===== src/rtl/lattice_pkg.sv =====
package lattice_pkg;

  // Strobes from the sequencer to the arithmetic datapath.
  typedef struct packed {
    logic load;     // capture a new sample into f0/b0
    logic doFwd;    // compute forward error of the current stage
    logic doBwd;    // compute backward error of the current stage
    logic doState;  // refresh the delayed state, advance the stage
    logic finish;   // last stage done: publish result
  } ctlT;

  typedef enum logic [1:0] {
    PH_FWD   = 2'd0,
    PH_BWD   = 2'd1,
    PH_STATE = 2'd2
  } phaseT;

endpackage


===== src/rtl/lattice_requant.sv =====
// Converts a product-width value back to the sample word:
// truncation toward zero, then clamping with an overflow flag.
module lattice_requant #(
  parameter int DATA_W = 16,
  parameter int FRAC   = 14,
  parameter int ACC_W  = 2 * DATA_W
) (
  input  logic signed [ACC_W-1:0]  acc,
  output logic signed [DATA_W-1:0] qOut,
  output logic                     qOvf
);

  localparam logic signed [ACC_W-1:0] MAXV = (ACC_W'(1) <<< (DATA_W - 1)) - ACC_W'(1);
  localparam logic signed [ACC_W-1:0] MINV = ~MAXV;
  localparam logic signed [ACC_W-1:0] ONE  = ACC_W'(1);
  localparam logic signed [ACC_W-1:0] ZERO = '0;

  logic signed [ACC_W-1:0] shifted;
  logic signed [ACC_W-1:0] trunc;
  logic                    negFrac;

  always_comb begin
    shifted = acc >>> FRAC;
    negFrac = acc[ACC_W-1] & (|acc[FRAC-1:0]);
    trunc   = shifted + (negFrac ? ONE : ZERO);
    if (trunc > MAXV) begin
      qOut = MAXV[DATA_W-1:0];
      qOvf = 1'b1;
    end else if (trunc < MINV) begin
      qOut = MINV[DATA_W-1:0];
      qOvf = 1'b1;
    end else begin
      qOut = trunc[DATA_W-1:0];
      qOvf = 1'b0;
    end
  end

endmodule


===== src/rtl/lattice_ctrl.sv =====
// Sequencer: three phases per stage, ORDER stages per sample.
module lattice_ctrl
  import lattice_pkg::*;
#(
  parameter int ORDER   = 8,
  parameter int STAGE_W = (ORDER > 1) ? $clog2(ORDER) : 1
) (
  input  logic               clk,
  input  logic               rstN,
  input  logic               sampleValid,
  output ctlT                ctl,
  output logic [STAGE_W-1:0] stageIdx,
  output logic               busy
);

  localparam logic [STAGE_W-1:0] LAST = STAGE_W'(ORDER - 1);

  phaseT phase;
  logic  lastStage;

  assign lastStage = (stageIdx == LAST);

  always_comb begin
    ctl         = '0;
    ctl.load    = !busy && sampleValid;
    ctl.doFwd   = busy && (phase == PH_FWD);
    ctl.doBwd   = busy && (phase == PH_BWD) && !lastStage;
    ctl.doState = busy && (phase == PH_STATE);
    ctl.finish  = ctl.doState && lastStage;
  end

  always_ff @(posedge clk or negedge rstN) begin
    if (!rstN) begin
      busy     <= 1'b0;
      stageIdx <= '0;
      phase    <= PH_FWD;
    end else if (ctl.load) begin
      busy     <= 1'b1;
      stageIdx <= '0;
      phase    <= PH_FWD;
    end else if (busy) begin
      unique case (phase)
        PH_FWD:  phase <= PH_BWD;
        PH_BWD:  phase <= PH_STATE;
        default: begin
          phase <= PH_FWD;
          if (lastStage) busy <= 1'b0;
          else           stageIdx <= stageIdx + STAGE_W'(1);
        end
      endcase
    end
  end

endmodule


===== src/rtl/lattice_datapath.sv =====
// Shared multiplier, accumulator, requantizer and lattice state.
module lattice_datapath
  import lattice_pkg::*;
#(
  parameter int ORDER   = 8,
  parameter int DATA_W  = 16,
  parameter int FRAC    = 14,
  parameter int BETA_W  = 12,
  parameter int CNT_W   = 16,
  parameter int STAGE_W = (ORDER > 1) ? $clog2(ORDER) : 1
) (
  input  logic                     clk,
  input  logic                     rstN,
  input  ctlT                      ctl,
  input  logic [STAGE_W-1:0]       stageIdx,
  input  logic signed [DATA_W-1:0] sampleIn,
  input  logic [ORDER*DATA_W-1:0]  coefBank,
  input  logic [BETA_W-1:0]        beta,
  output logic                     outValid,
  output logic signed [DATA_W-1:0] outSample,
  output logic [CNT_W-1:0]         ovfCount
);

  localparam int ACC_W = 2 * DATA_W;
  localparam int BSH   = FRAC - BETA_W;
  localparam logic [CNT_W-1:0] CNT_MAX = '1;

  logic signed [DATA_W-1:0] fCur, bCur, fTmp, bTmp;
  logic signed [DATA_W-1:0] dState [ORDER];

  logic signed [DATA_W-1:0] kSel, dSel, betaOp, opA, opB;
  logic signed [ACC_W-1:0]  prod, acc;
  logic signed [DATA_W-1:0] qVal;
  logic                     qOvf, qUsed;

  // Leak factor as an unsigned fraction aligned to the sample format.
  assign betaOp = signed'({{(DATA_W-BETA_W){1'b0}}, beta} << BSH);
  assign kSel   = signed'(coefBank[stageIdx*DATA_W +: DATA_W]);
  assign dSel   = dState[stageIdx];

  always_comb begin
    if (ctl.doState) begin
      opA = betaOp;
      opB = bCur;
    end else if (ctl.doBwd) begin
      opA = kSel;
      opB = fCur;
    end else begin
      opA = kSel;
      opB = dSel;
    end
  end

  assign prod = opA * opB;

  always_comb begin
    if (ctl.doState)    acc = prod;
    else if (ctl.doBwd) acc = (ACC_W'(dSel) <<< FRAC) - prod;
    else                acc = (ACC_W'(fCur) <<< FRAC) - prod;
  end

  lattice_requant #(
    .DATA_W(DATA_W),
    .FRAC  (FRAC),
    .ACC_W (ACC_W)
  ) requantInst (
    .acc (acc),
    .qOut(qVal),
    .qOvf(qOvf)
  );

  assign qUsed = ctl.doFwd | ctl.doBwd | ctl.doState;

  always_ff @(posedge clk or negedge rstN) begin
    if (!rstN) begin
      fCur      <= '0;
      bCur      <= '0;
      fTmp      <= '0;
      bTmp      <= '0;
      outValid  <= 1'b0;
      outSample <= '0;
      ovfCount  <= '0;
      for (int i = 0; i < ORDER; i++) dState[i] <= '0;
    end else begin
      outValid <= ctl.finish;
      if (ctl.load) begin
        fCur <= sampleIn;
        bCur <= sampleIn;
      end
      if (ctl.doFwd) fTmp <= qVal;
      if (ctl.doBwd) bTmp <= qVal;
      if (ctl.doState) begin
        dState[stageIdx] <= qVal;
        fCur             <= fTmp;
        bCur             <= bTmp;
      end
      if (ctl.finish) outSample <= fTmp;
      if (qUsed && qOvf && (ovfCount != CNT_MAX)) ovfCount <= ovfCount + CNT_W'(1);
    end
  end

endmodule


===== src/rtl/lattice_whitener.sv =====
module lattice_whitener
  import lattice_pkg::*;
#(
  parameter int ORDER  = 8,
  parameter int DATA_W = 16,
  parameter int FRAC   = 14,
  parameter int BETA_W = 12,
  parameter int CNT_W  = 16
) (
  input  logic                    clk,
  input  logic                    rstN,
  input  logic                    sampleValid,
  input  logic [DATA_W-1:0]       sampleIn,
  input  logic [ORDER*DATA_W-1:0] coefBank,
  input  logic [BETA_W-1:0]       beta,
  output logic                    outValid,
  output logic [DATA_W-1:0]       outSample,
  output logic [CNT_W-1:0]        ovfCount
);

  localparam int STAGE_W = (ORDER > 1) ? $clog2(ORDER) : 1;

  ctlT                ctl;
  logic [STAGE_W-1:0] stageIdx;
  logic               busy;
  logic signed [DATA_W-1:0] outSigned;

  lattice_ctrl #(
    .ORDER  (ORDER),
    .STAGE_W(STAGE_W)
  ) ctrlInst (
    .clk        (clk),
    .rstN       (rstN),
    .sampleValid(sampleValid),
    .ctl        (ctl),
    .stageIdx   (stageIdx),
    .busy       (busy)
  );

  lattice_datapath #(
    .ORDER  (ORDER),
    .DATA_W (DATA_W),
    .FRAC   (FRAC),
    .BETA_W (BETA_W),
    .CNT_W  (CNT_W),
    .STAGE_W(STAGE_W)
  ) dpInst (
    .clk      (clk),
    .rstN     (rstN),
    .ctl      (ctl),
    .stageIdx (stageIdx),
    .sampleIn (signed'(sampleIn)),
    .coefBank (coefBank),
    .beta     (beta),
    .outValid (outValid),
    .outSample(outSigned),
    .ovfCount (ovfCount)
  );

  assign outSample = outSigned;

endmodule


===== config.mk =====
export PLATFORM = sky130hd
export DESIGN_NAME = lattice_whitener
export DESIGN_NICKNAME = d
export VERILOG_FILES = /design/src/rtl/lattice_pkg.sv /design/src/rtl/lattice_requant.sv /design/src/rtl/lattice_ctrl.sv /design/src/rtl/lattice_datapath.sv /design/src/rtl/lattice_whitener.sv
export SDC_FILE = /design/constraint.sdc
export NUM_CORES = 1
export LEC_CHECK = 0
export BUFFER_PORTS_ARGS = -buffer_cell sky130_fd_sc_hd__buf_2
export CAP_MARGIN = 0
export CORE_UTILIZATION = 35
export CTS_BUF_LIST = sky130_fd_sc_hd__clkbuf_8 sky130_fd_sc_hd__clkbuf_16
export CTS_CLUSTER_SIZE = 16
export DETAILED_ROUTE_END_ITERATION = 12
export GPL_ROUTABILITY_DRIVEN = 0
export SLEW_MARGIN = 20
export SYNTH_ARGS = -nofsm -noshare
export SYNTH_HDL_FRONTEND = slang
export SYNTH_HIERARCHICAL = 1
export SYNTH_SLANG_ARGS = --single-unit

===== constraint.sdc =====
create_clock -name clk -period 12.5 [get_ports clk]
set_input_delay 0.625 -clock clk [delete_from_list [all_inputs] [get_ports clk]]
set_output_delay 0.625 -clock clk [all_outputs]
set_load 0.05 [all_outputs]

Yosys cells after proc, flatten, opt, wreduce, memory -nomap -nowiden
Index checks and enable logic that the tools add are counted.
Widths: inputs -> output; s select.
- equality and inequality tests: 6
- bitwise operators: 4
- shift-type cells: 1
- multipliers: 1
- $add $sub $neg: 5
- mux-type cells: 30
- reduce and logical (&&, ||, !) cells: 17
- $lt $le $gt $ge: 4
- operators by type and width (operator ; number):
    $mux 16 ; 11
    $bwmux 128 ; 1
    $shiftx 128x8->16 ; 1
    $mux 32 ; 2
    $sub 30x32->32 ; 2
    $bmux 16 s3 ; 1
    $demux 16 s3 ; 1
    $mul 16x16->32 ; 1
    $add 18x2->19 ; 1
    $gt 19x16->1 const B ; 1
    $lt 19x16->1 const B ; 1
    $add 16x1->16 const B ; 1
    $ne 16x16->1 const B ; 1
    $reduce_or 14->1 ; 1
    $mux 3 ; 4
    $logic_and 1x1->1 ; 9
    $mux 1 ; 7
    $ge 4x4->1 const B ; 1
    $lt 4x1->1 const B ; 1
    $mux 2 ; 2
    $not 3->4 ; 1
    $pmux 2 s2 ; 1
    $reduce_bool 2->1 ; 2
    $add 3x1->3 const B ; 1
    11 further kinds ; 13
- register bits: 231
- bits of input ports: 159
- word-level logic and storage cells: 86

Depth between registers and ports, before layout
- depth in word-level cells: 19
- gate-level depth with buffers: 65
- gate-level depth less buffers: 57

By module
The synthesis kept the hierarchy.
- by module, submodules not included (module ; cells each ; instances ; area an instance (um2)):
    lattice_datapath ; 2411 ; 1 ; 23447.5
    lattice_requant ; 87 ; 1 ; 635.6
    lattice_ctrl ; 37 ; 1 ; 380.4

Worst setup path after synthesis
OpenSTA, ideal clock, no wires.
- path type: register to register
- start: reg ctrlInst.stageIdx[0]
- end: reg dpInst.ovfCount[13]
- path buffers: 8
- stages on the path, launching flop included: 57
- data required time: 12.358 ns
- slack: -0.697 ns
- library setup time: 0.142 ns
- period minus slack after synthesis: 13.197 ns
- data arrival time: 13.055 ns
- cell sequence: dfrtp_1 buf_2 buf_2 buf_2 buf_2 clkbuf_1 buf_1 mux2_2 a22oi_1 nor2_1 o41ai_1 nor2_1 fa_1 inv_1 fa_1 fa_1 inv_1 fa_1 (+21 left out) mux2i_1 xnor2_1 inv_1 a41oi_1 ha_1 ha_1 and4_2 nand2_1 o21ai_0 and3_1 o41ai_1 o31a_1 and2_1 clkbuf_1 nand4_1 nor2_1 nand4_1 xnor2_1
- elaborated cells on any way between the ends: 28
- RTL lines (item ; RTL line ; RTL):
    from (decl) ; lattice_ctrl.sv:12 ; output logic [STAGE_W-1:0] stageIdx,
    from (signal assigned) ; lattice_ctrl.sv:48 ; else stageIdx <= stageIdx + STAGE_W'(1);
    parallel branches: the longest is 9 deep, another holds $mul 16x16->32 ; - ;
    $mux 32 (*) ; lattice_datapath.sv:57 ; if (ctl.doState) acc = prod;
    net dpInst.acc[31] ; lattice_datapath.sv:32 ; logic signed [ACC_W-1:0] prod, acc;
    $and 1x1->1 ; lattice_requant.sv:24 ; negFrac = acc[ACC_W-1] & (|acc[FRAC-1:0]);
    $mux 1 ; lattice_requant.sv:25 ; trunc = shifted + (negFrac ? ONE : ZERO);
    $add 18x2->19 (*) ; lattice_requant.sv:25 ;
    $lt 19x16->1 ; lattice_requant.sv:29 ; end else if (trunc < MINV) begin
    $mux 1 ; lattice_requant.sv:29 ;
    $mux 1 (*) ; lattice_requant.sv:26 ; if (trunc > MAXV) begin
    net dpInst.qOvf ; lattice_datapath.sv:34 ; logic qOvf, qUsed;
    $logic_and 1x1->1 (*) (2 in series) ; lattice_datapath.sv:98 ; if (qUsed && qOvf && (ovfCount != CNT_MAX)) ovfCount <= ovfCount + CNT_W'(1);
    to (signal assigned) ; lattice_datapath.sv:98 ;
    to (decl) ; lattice_datapath.sv:21 ; output logic [CNT_W-1:0] ovfCount
Mark *: on every way through the listed nets, which the timed path passes. The select of a mux whose other input is x is not followed.
A chain may end at the register's enable or synchronous reset.

Final worst setup path
Ends and elaborated chain as after synthesis.

==> qor.log <==
INFO  job            max_cap_viol_count=0
INFO  synth          synth.avg_cell_area=9.65µm²
INFO  global_route   grt_first_pass_wirelength=117,000µm
INFO  routing        ant_nets=0
INFO  synth          synth_top_area_cell=sky130_fd_sc_hd__dfrtp_1
INFO  cells_and_area final.fill_count=6,723
INFO  global_route   antenna_found_initial=4
INFO  routing        number_of_design_rule_violations_left_by_the_first_detailed_router_iteration=1,481
INFO  die            fp.dieArea=71,000µm²
INFO  setup_path     critPathLaunchType=flop
INFO  placed_design  hpwl_detailed=59,400µm
INFO  routing        dr.pass1.iters=7
INFO  routing        post-route-drc-count=0
INFO  synth          post_synth_most_frequent_cells=sky130_fd_sc_hd__inv_1 (336), sky130_fd_sc_hd__fa_1 (262), sky130_fd_sc_hd__nor2_1 (246)
INFO  sta            timing.final.max_slew_violations=0
INFO  synth          synth_area_leaders=sky130_fd_sc_hd__dfrtp_1 (24%), sky130_fd_sc_hd__fa_1 (21%), sky130_fd_sc_hd__mux2_2 (10%)
INFO  synth          number_of_synthesized_flops_with_an_enable_pin=0
INFO  setup_path     critical_path_class=flop to flop
INFO  synth          yosysMostFrequentCell=sky130_fd_sc_hd__inv_1
INFO  clock_network  clk_root_buffer_cell=sky130_fd_sc_hd__clkbuf_16
INFO  clock_network  tritoncts=built
INFO  routing        vias_per_cell=5.20
INFO  min_path       worst_hold_path_type=primary input to asynchronous set/reset pin
INFO  setup_path     timing.critical_path.fanout_max=8
INFO  global_route   grt_max_degree=90
INFO  sta            timing_worst_slew_pin_value=1.13ns
INFO  clock_network  tritoncts_num_sinks=231
INFO  synth          synth_sequential_area_ratio=23.6%
INFO  routing        wirelength=75,300µm
INFO  cells_and_area nets_finish=3,347
INFO  setup_path     most_used_cell_cp=sky130_fd_sc_hd__fa_1
INFO  cells_and_area core_util_final=42.4%
INFO  outcome        outcome=complete, no violations
INFO  setup_path     crit_path_end_kind=flop
INFO  global_route   grt_pass1_vias=19,977
INFO  placed_design  buffer_ports.inserted=191
INFO  sta            timing.slew.headroom=24.5%
INFO  sta            final-hold-violation-count=0
INFO  sta            final_period_minus_worst_setup_slack=12.03ns
INFO  clock_network  cts_max_path_bufs=3
INFO  setup_path     critPathMaxStageDelay=0.65ns
INFO  synth          ys.warnings.count=6
INFO  setup_path     critPathRequiredTime=12.89ns
INFO  sta            finalSetupViolCount=0
INFO  die            initial_standard_cell_utilization_of_the_core=35.5%
INFO  die            dieHeight=266µm
INFO  clock_network  cts_inserted_buffers=24
INFO  die            die_width=266µm
INFO  routing        route.detailed.wl_per_inst=19.9µm
INFO  die            boundaryPins=192
INFO  synth          netlist_area=24,500µm²
INFO  sta            skew=0.0229ns
INFO  cells_and_area drive_above_1_share=28.9%
INFO  synth          synth.top_cell.area_share=23.6%
INFO  synth          synth.net_count=3,053
INFO  die            core=68,800µm²
INFO  cells_and_area area_taken_by_flip_flops_and_latches=5790µm²
INFO  synth          post_synth_num_cell_types=93
INFO  cells_and_area area_growth_syn_to_layout=19.3%
INFO  clock_network  cts.clk_slew.worst_paths=0.06ns
INFO  sta            timing.fmax=0.0831GHz
INFO  cells_and_area area_of_the_multi_input_gates=17,400µm²
INFO  clock_network  cts_max_level=1
INFO  setup_path     ff2ff_setup_slack=0.47ns
INFO  setup_path     cp.arrival=12.42ns
INFO  setup_path     critical_path.slowest_cell=sky130_fd_sc_hd__fa_1
INFO  synth          async_reset_ff_share=100%
INFO  global_route   grt_usage=21.3%
INFO  synth          syn_inst=2,535
INFO  synth          yosys_register_bits=231
INFO  routing        route.vias.total=19,653
INFO  clock_network  clk-insertion-delay-late=0.52ns
INFO  sta            fin_crit_sh=96.2%
INFO  synth          synth-main-ff-cell=sky130_fd_sc_hd__dfrtp_1
INFO  die            floorplan.rows=96
INFO  global_route   overflow=0
## per-stage QoR
step / area [µm²] / instances / setup TNS (ns) / setup slack (ns) / hold slack [ns]
2_1_floorplan: 24500 / 2535 / 0 / 0.00671 / 0.329
3_3_place_gp: 27500 / 3691 / -1.71 / -0.188 / 0.460
3_5_place_dp: 27500 / 3691 / -7.72 / -0.284 / 0.468
4_1_cts: 28400 / 3735 / 0 / 0.00140 / 0.160
5_1_grt: 29200 / 3778 / -0.0129 / -0.0129 / 0.183
6_report: 29200 / 3778 / 0 / 0.472 / 0.126
## sequential cells by signal, summed over array words and instances, names as in the netlist
name and flops:
ctrlInst/busy 1, ctrlInst/phase 2, ctrlInst/stageIdx 3, dpInst/bCur 16, dpInst/bTmp 16, dpInst/dState 128, dpInst/fCur 16, dpInst/fTmp 16
dpInst/outSample 16, dpInst/outValid 1, dpInst/ovfCount 16
## worst max-delay path, delay by kind of cell, from the launching register on
family | cells | cell delay (ns)
compound gates | 13 | 2.16
xor+xnor | 3 | 0.50
fa+ha+maj | 10 | 4.23
buf+inv | 8 | 1.19
flops | 1 | 0.54
mux | 1 | 0.22
simple gates | 17 | 3.05
## cells by family after synthesis
group           Yosys count  share of synthesized area [%]
compound gates          364                           10.1
simple gates            674                           12.8
mux                     341                           16.1
fa+ha+maj               362                           26.5
xor+xnor                 93                           3.36
buf+inv                 470                           7.43
flops                   231                           23.6
## worst paths after layout
kind	start	to	depth (start not counted)
max in group asynchronous	rstN	ctrlInst/stageIdx[0]	2
max	ctrlInst/stageIdx[0]	dpInst/ovfCount[13]	52
min	rstN	dpInst/outSample[12]	1
min reg2reg	dpInst/bTmp[6]	dpInst/bCur[6]	2
max reg2reg	ctrlInst/stageIdx[0]	dpInst/ovfCount[13]	52
min in group clk	sampleIn[2]	dpInst/bCur[2]	3
## cells in the final DEF (no fill, tap or decap), types with 9 or more instances in the layout
cell type                   instances
sky130_fd_sc_hd__a21o_1            19
sky130_fd_sc_hd__a21oi_1           79
sky130_fd_sc_hd__a22oi_1           34
sky130_fd_sc_hd__a31oi_1           10
sky130_fd_sc_hd__and2_1            15
sky130_fd_sc_hd__and3_1            15
sky130_fd_sc_hd__buf_12            10
sky130_fd_sc_hd__buf_2            190
sky130_fd_sc_hd__buf_4            183
sky130_fd_sc_hd__buf_6              9
sky130_fd_sc_hd__clkbuf_16         29
sky130_fd_sc_hd__dfrtp_1          228
sky130_fd_sc_hd__fa_1             259
sky130_fd_sc_hd__ha_1              91
sky130_fd_sc_hd__inv_1            341
sky130_fd_sc_hd__mux2_2           222
sky130_fd_sc_hd__mux2i_1           90
sky130_fd_sc_hd__mux4_2            18
sky130_fd_sc_hd__nand2_1          197
sky130_fd_sc_hd__nand2b_1          40
sky130_fd_sc_hd__nand3_1           21
sky130_fd_sc_hd__nand4_1           18
sky130_fd_sc_hd__nor2_1           238
sky130_fd_sc_hd__nor2b_1           17
sky130_fd_sc_hd__nor3_1            17
sky130_fd_sc_hd__o21a_1            11
sky130_fd_sc_hd__o21ai_0           60
sky130_fd_sc_hd__o21ai_1           21
sky130_fd_sc_hd__o21ai_2           20
sky130_fd_sc_hd__or2_2             20
sky130_fd_sc_hd__xnor2_1           63
sky130_fd_sc_hd__xor2_1            29
## cell type report
type / instances / share of cell area (%)
clock buffer: 29 / 2.33
multi-input combinational: 1834 / 59.5
inverter: 337 / 4.33
antenna: 1 / 0.00857
timing repair buffer: 401 / 9.59
sequential: 231 / 19.8
tap: 931 / 3.99
clock inverter: 14 / 0.424
## repair_timing
action,CTS,global route
buffers inserted,1,37
gates cloned,0,5
endpoints found under the setup margin,165,166
pin swaps,2,29
hold buffers,0,0
endpoints found under the hold margin,0,0
gates resized for setup,18,101
## routing by layer
metal  vias to the layer above  global-route usage [%]  part of all wire (%)
li1                       9015                       -                     -
met1                      9947                    30.7                    45
met2                       608                    34.8                    47
met3                        79                    1.93                   6.0
met4                         4                    3.77                   1.8
met5                         -                       0                 0.032
Power is not shown: default switching activity piles up to over one toggle a cycle in this logic, so the estimate is an artifact.
